**src/rtl/audio_tx_pkg.sv**
```systemverilog
package audio_tx_pkg;

   // Control bits after the mode rules have been applied.
   typedef struct packed {
      logic lag_one;    // one bit period between slot marker and MSB
      logic burst;      // gated clock in force
      logic mute;
      logic padhi;
   } tx_mode_t;

   function automatic tx_mode_t resolve_mode(input logic nodelay, input logic compress,
                                             input logic burst, input logic mute,
                                             input logic padhi);
      tx_mode_t m;
      m.lag_one = !(nodelay || compress);
      m.burst   = burst && compress;
      m.mute    = mute;
      m.padhi   = padhi;
      return m;
   endfunction

endpackage

```
**src/rtl/atx_slot_counter.sv**
```systemverilog
module atx_slot_counter #(
   parameter int SLOT_W   = 24,
   parameter int CHANNELS = 2
) (
   input  logic                        clk,
   input  logic                        rst_n,
   input  logic                        advance,
   output logic [$clog2(SLOT_W)-1:0]   nxt_bit,
   output logic                        word_sel
);
   localparam int BIT_CW  = $clog2(SLOT_W);
   localparam int SLOT_CW = (CHANNELS > 1) ? $clog2(CHANNELS) : 1;
   localparam logic [BIT_CW-1:0]  LAST_BIT  = BIT_CW'(SLOT_W - 1);
   localparam logic [SLOT_CW-1:0] LAST_SLOT = SLOT_CW'(CHANNELS - 1);

   logic [BIT_CW-1:0]  bit_q;
   logic [SLOT_CW-1:0] slot_q;
   logic [SLOT_CW-1:0] nxt_slot;

   always_comb begin
      if (bit_q == LAST_BIT) begin
         nxt_bit  = '0;
         nxt_slot = (slot_q == LAST_SLOT) ? '0 : slot_q + 1'b1;
      end else begin
         nxt_bit  = bit_q + 1'b1;
         nxt_slot = slot_q;
      end
   end

   // Reset parks the counter on the last bit of the last slot so that
   // the first advance opens slot 0.
   always_ff @(posedge clk or negedge rst_n) begin
      if (!rst_n) begin
         bit_q    <= LAST_BIT;
         slot_q   <= LAST_SLOT;
         word_sel <= 1'b0;
      end else if (advance) begin
         bit_q    <= nxt_bit;
         slot_q   <= nxt_slot;
         word_sel <= nxt_slot[0];
      end
   end

endmodule

```
**src/rtl/atx_sample_hold.sv**
```systemverilog
module atx_sample_hold #(
   parameter int SAMPLE_W = 16
) (
   input  logic                clk,
   input  logic                rst_n,
   input  logic [SAMPLE_W-1:0] in_data,
   input  logic                in_valid,
   output logic                in_ready,
   input  logic                take,
   output logic                held,
   output logic [SAMPLE_W-1:0] held_word
);
   logic accept;

   assign in_ready = !held;
   assign accept   = in_valid && in_ready;

   always_ff @(posedge clk or negedge rst_n) begin
      if (!rst_n) begin
         held      <= 1'b0;
         held_word <= '0;
      end else begin
         if (take)
            held <= 1'b0;
         if (accept) begin
            held      <= 1'b1;
            held_word <= in_data;
         end
      end
   end

endmodule

```
**src/rtl/atx_bit_shifter.sv**
```systemverilog
module atx_bit_shifter
   import audio_tx_pkg::*;
#(
   parameter int SAMPLE_W = 16,
   parameter int SLOT_W   = 24
) (
   input  logic                        clk,
   input  logic                        rst_n,
   input  logic                        advance,
   input  logic                        stall,
   input  logic                        load,
   input  logic                        held,
   input  logic [SAMPLE_W-1:0]         held_word,
   input  logic [$clog2(SLOT_W)-1:0]   pos_nxt,
   input  tx_mode_t                    mode,
   output logic                        ser_data,
   output logic                        sck_en,
   output logic                        underflow
);
   localparam int BIT_CW = $clog2(SLOT_W);

   logic [SAMPLE_W-1:0] sh_q;
   logic                pad_word_q;
   logic                in_sample;
   logic                word_real;
   logic                bit_val;
   logic [SAMPLE_W-1:0] sh_d;

   // Padding exists only when the slot is longer than the sample.
   generate
      if (SLOT_W == SAMPLE_W) begin : g_no_pad
         assign in_sample = 1'b1;
      end else begin : g_pad
         localparam logic [BIT_CW:0] SAMPLE_END = (BIT_CW+1)'(SAMPLE_W);
         assign in_sample = ({1'b0, pos_nxt} < SAMPLE_END);
      end
   endgenerate

   always_comb begin
      if (load) begin
         word_real = held;
         bit_val   = held ? held_word[SAMPLE_W-1] : mode.padhi;
         sh_d      = held ? {held_word[SAMPLE_W-2:0], 1'b0} : '0;
      end else begin
         word_real = !pad_word_q;
         bit_val   = (in_sample && !pad_word_q) ? sh_q[SAMPLE_W-1] : mode.padhi;
         sh_d      = {sh_q[SAMPLE_W-2:0], 1'b0};
      end
   end

   always_ff @(posedge clk or negedge rst_n) begin
      if (!rst_n) begin
         sh_q       <= '0;
         pad_word_q <= 1'b1;
         ser_data   <= 1'b0;
         sck_en     <= 1'b0;
         underflow  <= 1'b0;
      end else if (stall) begin
         ser_data   <= 1'b0;
         sck_en     <= 1'b0;
         underflow  <= 1'b0;
      end else if (advance) begin
         sh_q       <= sh_d;
         if (load)
            pad_word_q <= !held;
         ser_data   <= mode.mute ? 1'b0 : bit_val;
         sck_en     <= !mode.burst || (in_sample && word_real);
         underflow  <= load && !held;
      end
   end

endmodule

```
**src/rtl/audio_ser_tx.sv**
```systemverilog
module audio_ser_tx
   import audio_tx_pkg::*;
#(
   parameter int SAMPLE_W = 16,
   parameter int SLOT_W   = 24,
   parameter int CHANNELS = 2
) (
   input  logic                clk,
   input  logic                rst_n,
   input  logic                bit_tick,
   input  logic [SAMPLE_W-1:0] s_data,
   input  logic                s_valid,
   output logic                s_ready,
   input  logic                ctl_nodelay,
   input  logic                ctl_compress,
   input  logic                ctl_burst,
   input  logic                ctl_mute,
   input  logic                ctl_padhi,
   output logic                ser_data,
   output logic                word_sel,
   output logic                sck_en,
   output logic                underflow
);
   localparam int BIT_CW = $clog2(SLOT_W);
   localparam logic [BIT_CW-1:0] LAST_BIT = BIT_CW'(SLOT_W - 1);

   generate
      if (SAMPLE_W < 2) begin : g_bad_sample
         $error("SAMPLE_W must be at least 2");
      end
      if (SLOT_W < SAMPLE_W) begin : g_bad_slot
         $error("SLOT_W must not be smaller than SAMPLE_W");
      end
      if (CHANNELS < 2) begin : g_bad_chan
         $error("CHANNELS must be at least 2");
      end
   endgenerate

   tx_mode_t          mode;
   logic [BIT_CW-1:0] nxt_bit;
   logic [BIT_CW-1:0] pos_nxt;
   logic              load;
   logic              stall;
   logic              advance;
   logic              held;
   logic [SAMPLE_W-1:0] held_word;
   logic              take;

   assign mode = resolve_mode(ctl_nodelay, ctl_compress, ctl_burst, ctl_mute, ctl_padhi);

   // Stream position inside the slot word for the coming bit period.
   always_comb begin
      if (mode.lag_one)
         pos_nxt = (nxt_bit == '0) ? LAST_BIT : nxt_bit - 1'b1;
      else
         pos_nxt = nxt_bit;
   end

   assign load    = (pos_nxt == '0);
   assign stall   = bit_tick && mode.burst && load && !held;
   assign advance = bit_tick && !stall;
   assign take    = advance && load && held;

   atx_slot_counter #(
      .SLOT_W   (SLOT_W),
      .CHANNELS (CHANNELS)
   ) u_counter (
      .clk      (clk),
      .rst_n    (rst_n),
      .advance  (advance),
      .nxt_bit  (nxt_bit),
      .word_sel (word_sel)
   );

   atx_sample_hold #(
      .SAMPLE_W (SAMPLE_W)
   ) u_hold (
      .clk       (clk),
      .rst_n     (rst_n),
      .in_data   (s_data),
      .in_valid  (s_valid),
      .in_ready  (s_ready),
      .take      (take),
      .held      (held),
      .held_word (held_word)
   );

   atx_bit_shifter #(
      .SAMPLE_W (SAMPLE_W),
      .SLOT_W   (SLOT_W)
   ) u_shifter (
      .clk       (clk),
      .rst_n     (rst_n),
      .advance   (advance),
      .stall     (stall),
      .load      (load),
      .held      (held),
      .held_word (held_word),
      .pos_nxt   (pos_nxt),
      .mode      (mode),
      .ser_data  (ser_data),
      .sck_en    (sck_en),
      .underflow (underflow)
   );

endmodule

```
**config.mk**
```make
export PLATFORM = sky130hd
export DESIGN_NAME = audio_ser_tx
export DESIGN_NICKNAME = d
export VERILOG_FILES = /design/src/rtl/audio_tx_pkg.sv /design/src/rtl/atx_slot_counter.sv /design/src/rtl/atx_sample_hold.sv /design/src/rtl/atx_bit_shifter.sv /design/src/rtl/audio_ser_tx.sv
export SDC_FILE = /design/constraint.sdc
export NUM_CORES = 1
export LEC_CHECK = 0
export CORE_MARGIN = 5
export CORE_UTILIZATION = 45
export DETAILED_ROUTE_END_ITERATION = 7
export PLACE_DENSITY_LB_ADDON = 0.2
export SETUP_SLACK_MARGIN = 0.15
export SLEW_MARGIN = 40
export SYNTH_ARGS = -nofsm -noshare
export SYNTH_HDL_FRONTEND = slang
export SYNTH_SLANG_ARGS = --single-unit
export TNS_END_PERCENT = 30
```
**constraint.sdc**
```tcl
create_clock -name clk -period 2.9 [get_ports clk]
set_input_delay 0.58 -clock clk [delete_from_list [all_inputs] [get_ports clk]]
set_output_delay 0.58 -clock clk [all_outputs]
set_load 0.02 [all_outputs]
```
==> flow_summary.yaml <==
synth:
  synth_cell_types: 42
  ys_seq_elements: 43
  yosys_warnings: 0
  synth_area_per_cell_um2: 12.3
  syn-instance-count: 184
  ys_seq_area_share_pct: 47.9
  synth-main-ff-cell: "dfrtp_1"
  syn_nets: 212
  synth_edf_count: 0
  synth-async-reset-ratio_pct: 100
  netlist.area_leader.share_pct: 40.9
  synth_largest_area_cell: "dfrtp_1"
  syn_area_mm2: 0.00226
  synth_area_leaders: "dfrtp_1 41%, mux2i_1 10%, mux2_2 9.0%"
sta:
  finalCriticalPeriod_ns: 2.95
  setup_violations: 10
  drv_slew: 0
  post-route-period-util_pct: 102
  setup_tns_ns: -0.375
  rsz0062_at_grt: "true"
  relSlewSlack_pct: 63.6
  layout_setup_ws_ns: -0.0517
  worst_pin_slew_ns: 0.546
  hold_viol: 0
  fmax_mhz: 339
  clock_skew_ns: 0.0111
placed_design:
  dpl_worst_slack_ns: -0.0234
  placedCellCount: 289
  routabilityCongestion: 0.800
  hpwl_um: 3100
  io_buffers: 29
run:
  maxCapViolations: 0
cts:
  cts_buffers: 5
  clkTransAtPathRegs_ns: 0.09
  cts_max_level: 2
  cts_sinks: 43
  root_buffer: "clkbuf_8"
  clock_latency_ns: 0.30
  tritoncts: "built"
  clockBufferDepth: 2
hold_path:
  min_path_type: "in2async"
die:
  die-height_um: 80.9
  io_pins: 30
  die_area_mm2: 0.00655
  initial_core_util_pct: 47.0
  die-width_um: 80.9
  rows: 25
  core-area_mm2: 0.00482
detailed_routing:
  vias: 1559
  drt_iter0_drc: 23
  via_per_inst: 5.06
  drt_pre_antenna_iters: 6
  ant_nets: 0
  route.detailed.drc: 0
  detail_route.wl_per_cell_um: 14.6
  drt_wl_total_um: 4510
grt:
  gr-total-overflow: 0
  grt_pass1_vias: 1602
  track_usage_pct: 15.3
  grt_pass1_wl_um: 7670
  antenna_found_initial: 0
  grt_max_degree: 44
final_layout:
  drive_gt1_share_pct: 35.7
  num-fill-cells: 398
  final_cells: 308
  finalNetCount: 268
  n_antenna_cell: 0
  utilization_pct: 62.1
  area_growth_pct: 32.1
critical_path:
  cp_max_fo: 14
  cp_data_required_time_ns: 3.09
  crit_slowest_cell: "dfstp_2"
  crit_path_end_kind: "flop"
  slowest_delay_ns: 0.57
  startpoint_type: "flop"
  crit_type: "reg2reg"
  worstPathArrival_ns: 3.14
  path_cells: "ha_4 -> nand4b_1 -> or2b_1 -> ha_2 -> nor3b_4 -> xor2_2 -> o211ai_4 -> a2111oi_4 -> nand2b_4 -> buf_12 -> mux2_4"
power_and_ir_drop:
  power_density_mw_per_mm2: 920
  p_total_mw: 2.75
  vdd_drop_max_v: 0.000470
  leakage_nw: 1.29
outcome:
  outcome: "finished with violations"
  violations: "setup timing"
-- state kept, by name (all words and copies together), names as in the netlist --
signal and count:
u_counter.word_sel 1, u_shifter.underflow 1, u_shifter.ser_data 1, u_shifter.sh_q 15, u_hold.held_word 16, u_counter.bit_q 5
u_hold.held 1, u_shifter.pad_word_q 1, u_shifter.sck_en 1, u_counter.slot_q 1
-- per-layer routing --
layer  GRT usage, %  vias up  part of all wire [%]
met3           4.21        9                   5.1
met1           18.3      765                    43
met4           5.24        0                   2.0
met2           26.4       37                    50
li1               -      748                     -
met5              0        -                     0
-- cell families (layout without fill, tap and decap cells) --
logic type / Yosys count / in the layout / share of synthesized area (%)
flip-flops: 43 / 43 / 47.9
XOR/XNOR: 5 / 5 / 1.93
buffers and inverters: 18 / 75 / 4.81
AND/OR/NAND/NOR: 42 / 42 / 10.5
adder cells (fa/ha/maj): 3 / 3 / 1.66
AO/OA/AOI/OAI: 23 / 23 / 7.79
multiplexers: 50 / 50 / 25.4
-- final cells by class --
class / instances / area (µm²) / share of cell area [%]
Clock buffer: 5 / 68.8 / 2.30
Clock inverter: 3 / 46.3 / 1.55
Inverter: 10 / 37.5 / 1.26
Multi-Input combinational cell: 123 / 1140 / 38.1
Sequential cell: 43 / 1080 / 36.2
Tap cell: 67 / 83.8 / 2.80
Timing Repair Buffer: 57 / 531 / 17.7
-- where the power goes --
part           switching (mW)  total, mW  internal (mW)  leakage [nW]
registers               0.142       1.03          0.884         0.524
logic                   0.558       1.24          0.683         0.710
clock network           0.221      0.481          0.260        0.0548
total                   0.922       2.75           1.83          1.29
-- placed cells by master, fill, tap and decap left out, drive strengths merged, types with 2 or more instances in the layout --
cell | Yosys | routed
buf | 4 | 29
ha | 3 | 3
nand2b | 2 | 2
nand2 | 15 | 15
clkdlybuf4s50 | 0 | 28
inv | 10 | 11
nor2 | 5 | 5
xor2 | 4 | 4
mux2i | 24 | 24
o21ai | 9 | 9
and2 | 8 | 8
dfstp | 6 | 6
o211ai | 2 | 2
a21oi | 5 | 5
nand4 | 2 | 2
mux2 | 26 | 26
nor2b | 2 | 2
a31oi | 2 | 2
dfrtp | 37 | 37
clkbuf | 4 | 5
-- worst max-delay path, delay by kind of cell (launching register included) --
family / cells / cell delay [ns]
compound gates: 2 / 0.43
xor+xnor: 1 / 0.20
fa+ha+maj: 2 / 0.33
buf+inv: 1 / 0.16
flops: 1 / 0.57
mux: 1 / 0.30
simple gates: 4 / 0.84
-- cells in the mapped netlist, drive strengths merged (2+ instances only) --
cell type	n
clkbuf	4
nand2b	2
dfrtp	37
inv	10
nand2	15
nor2b	2
nand4	2
o21ai	9
xor2	4
mux2	26
nor2	5
mux2i	24
dfstp	6
o211ai	2
ha	3
a31oi	2
a21oi	5
buf	4
and2	8
-- path summary, 6_finish.rpt --
| kind | startpoint | endpoint | slack, ns | depth (start not counted) |
|---|---|---|---|---|
| min in group clk | u_shifter.ser_data | u_shifter.ser_data | 0.50 | 2 |
| max in group asynchronous | rst_n | u_shifter.sh_q[13] | 2.27 | 1 |
| worst min register to register | u_shifter.ser_data | u_shifter.ser_data | 0.50 | 2 |
| worst min-delay path | rst_n | u_hold.held_word[7] | 0.25 | 1 |
| worst max register to register | u_counter.bit_q[1] | u_shifter.sh_q[9] | -0.05 | 11 |
| worst max-delay path | u_counter.bit_q[1] | u_shifter.sh_q[9] | -0.05 | 11 |
-- metrics by stage --
step / cell area [µm²] / hold slack [ns]
after detailed placement: 2740 / 0.490
final: 2990 / 0.248
after global placement: 2730 / 0.473
after floorplan: 2280 / 0.284
after global routing: 2990 / 0.294
after CTS: 2920 / 0.267
-- repair_timing --
| item | CTS | global route |
|---|---|---|
| hold endpoints to repair | 0 | 0 |
| endpoints found under the setup margin | 19 | 25 |
| resized for setup | 0 | 11 |
| pin swaps | 0 | 5 |
| setup buffers | 9 | 2 |
| hold buffers | 0 | 0 |
Note: power is estimated with default switching activity, not from simulation.
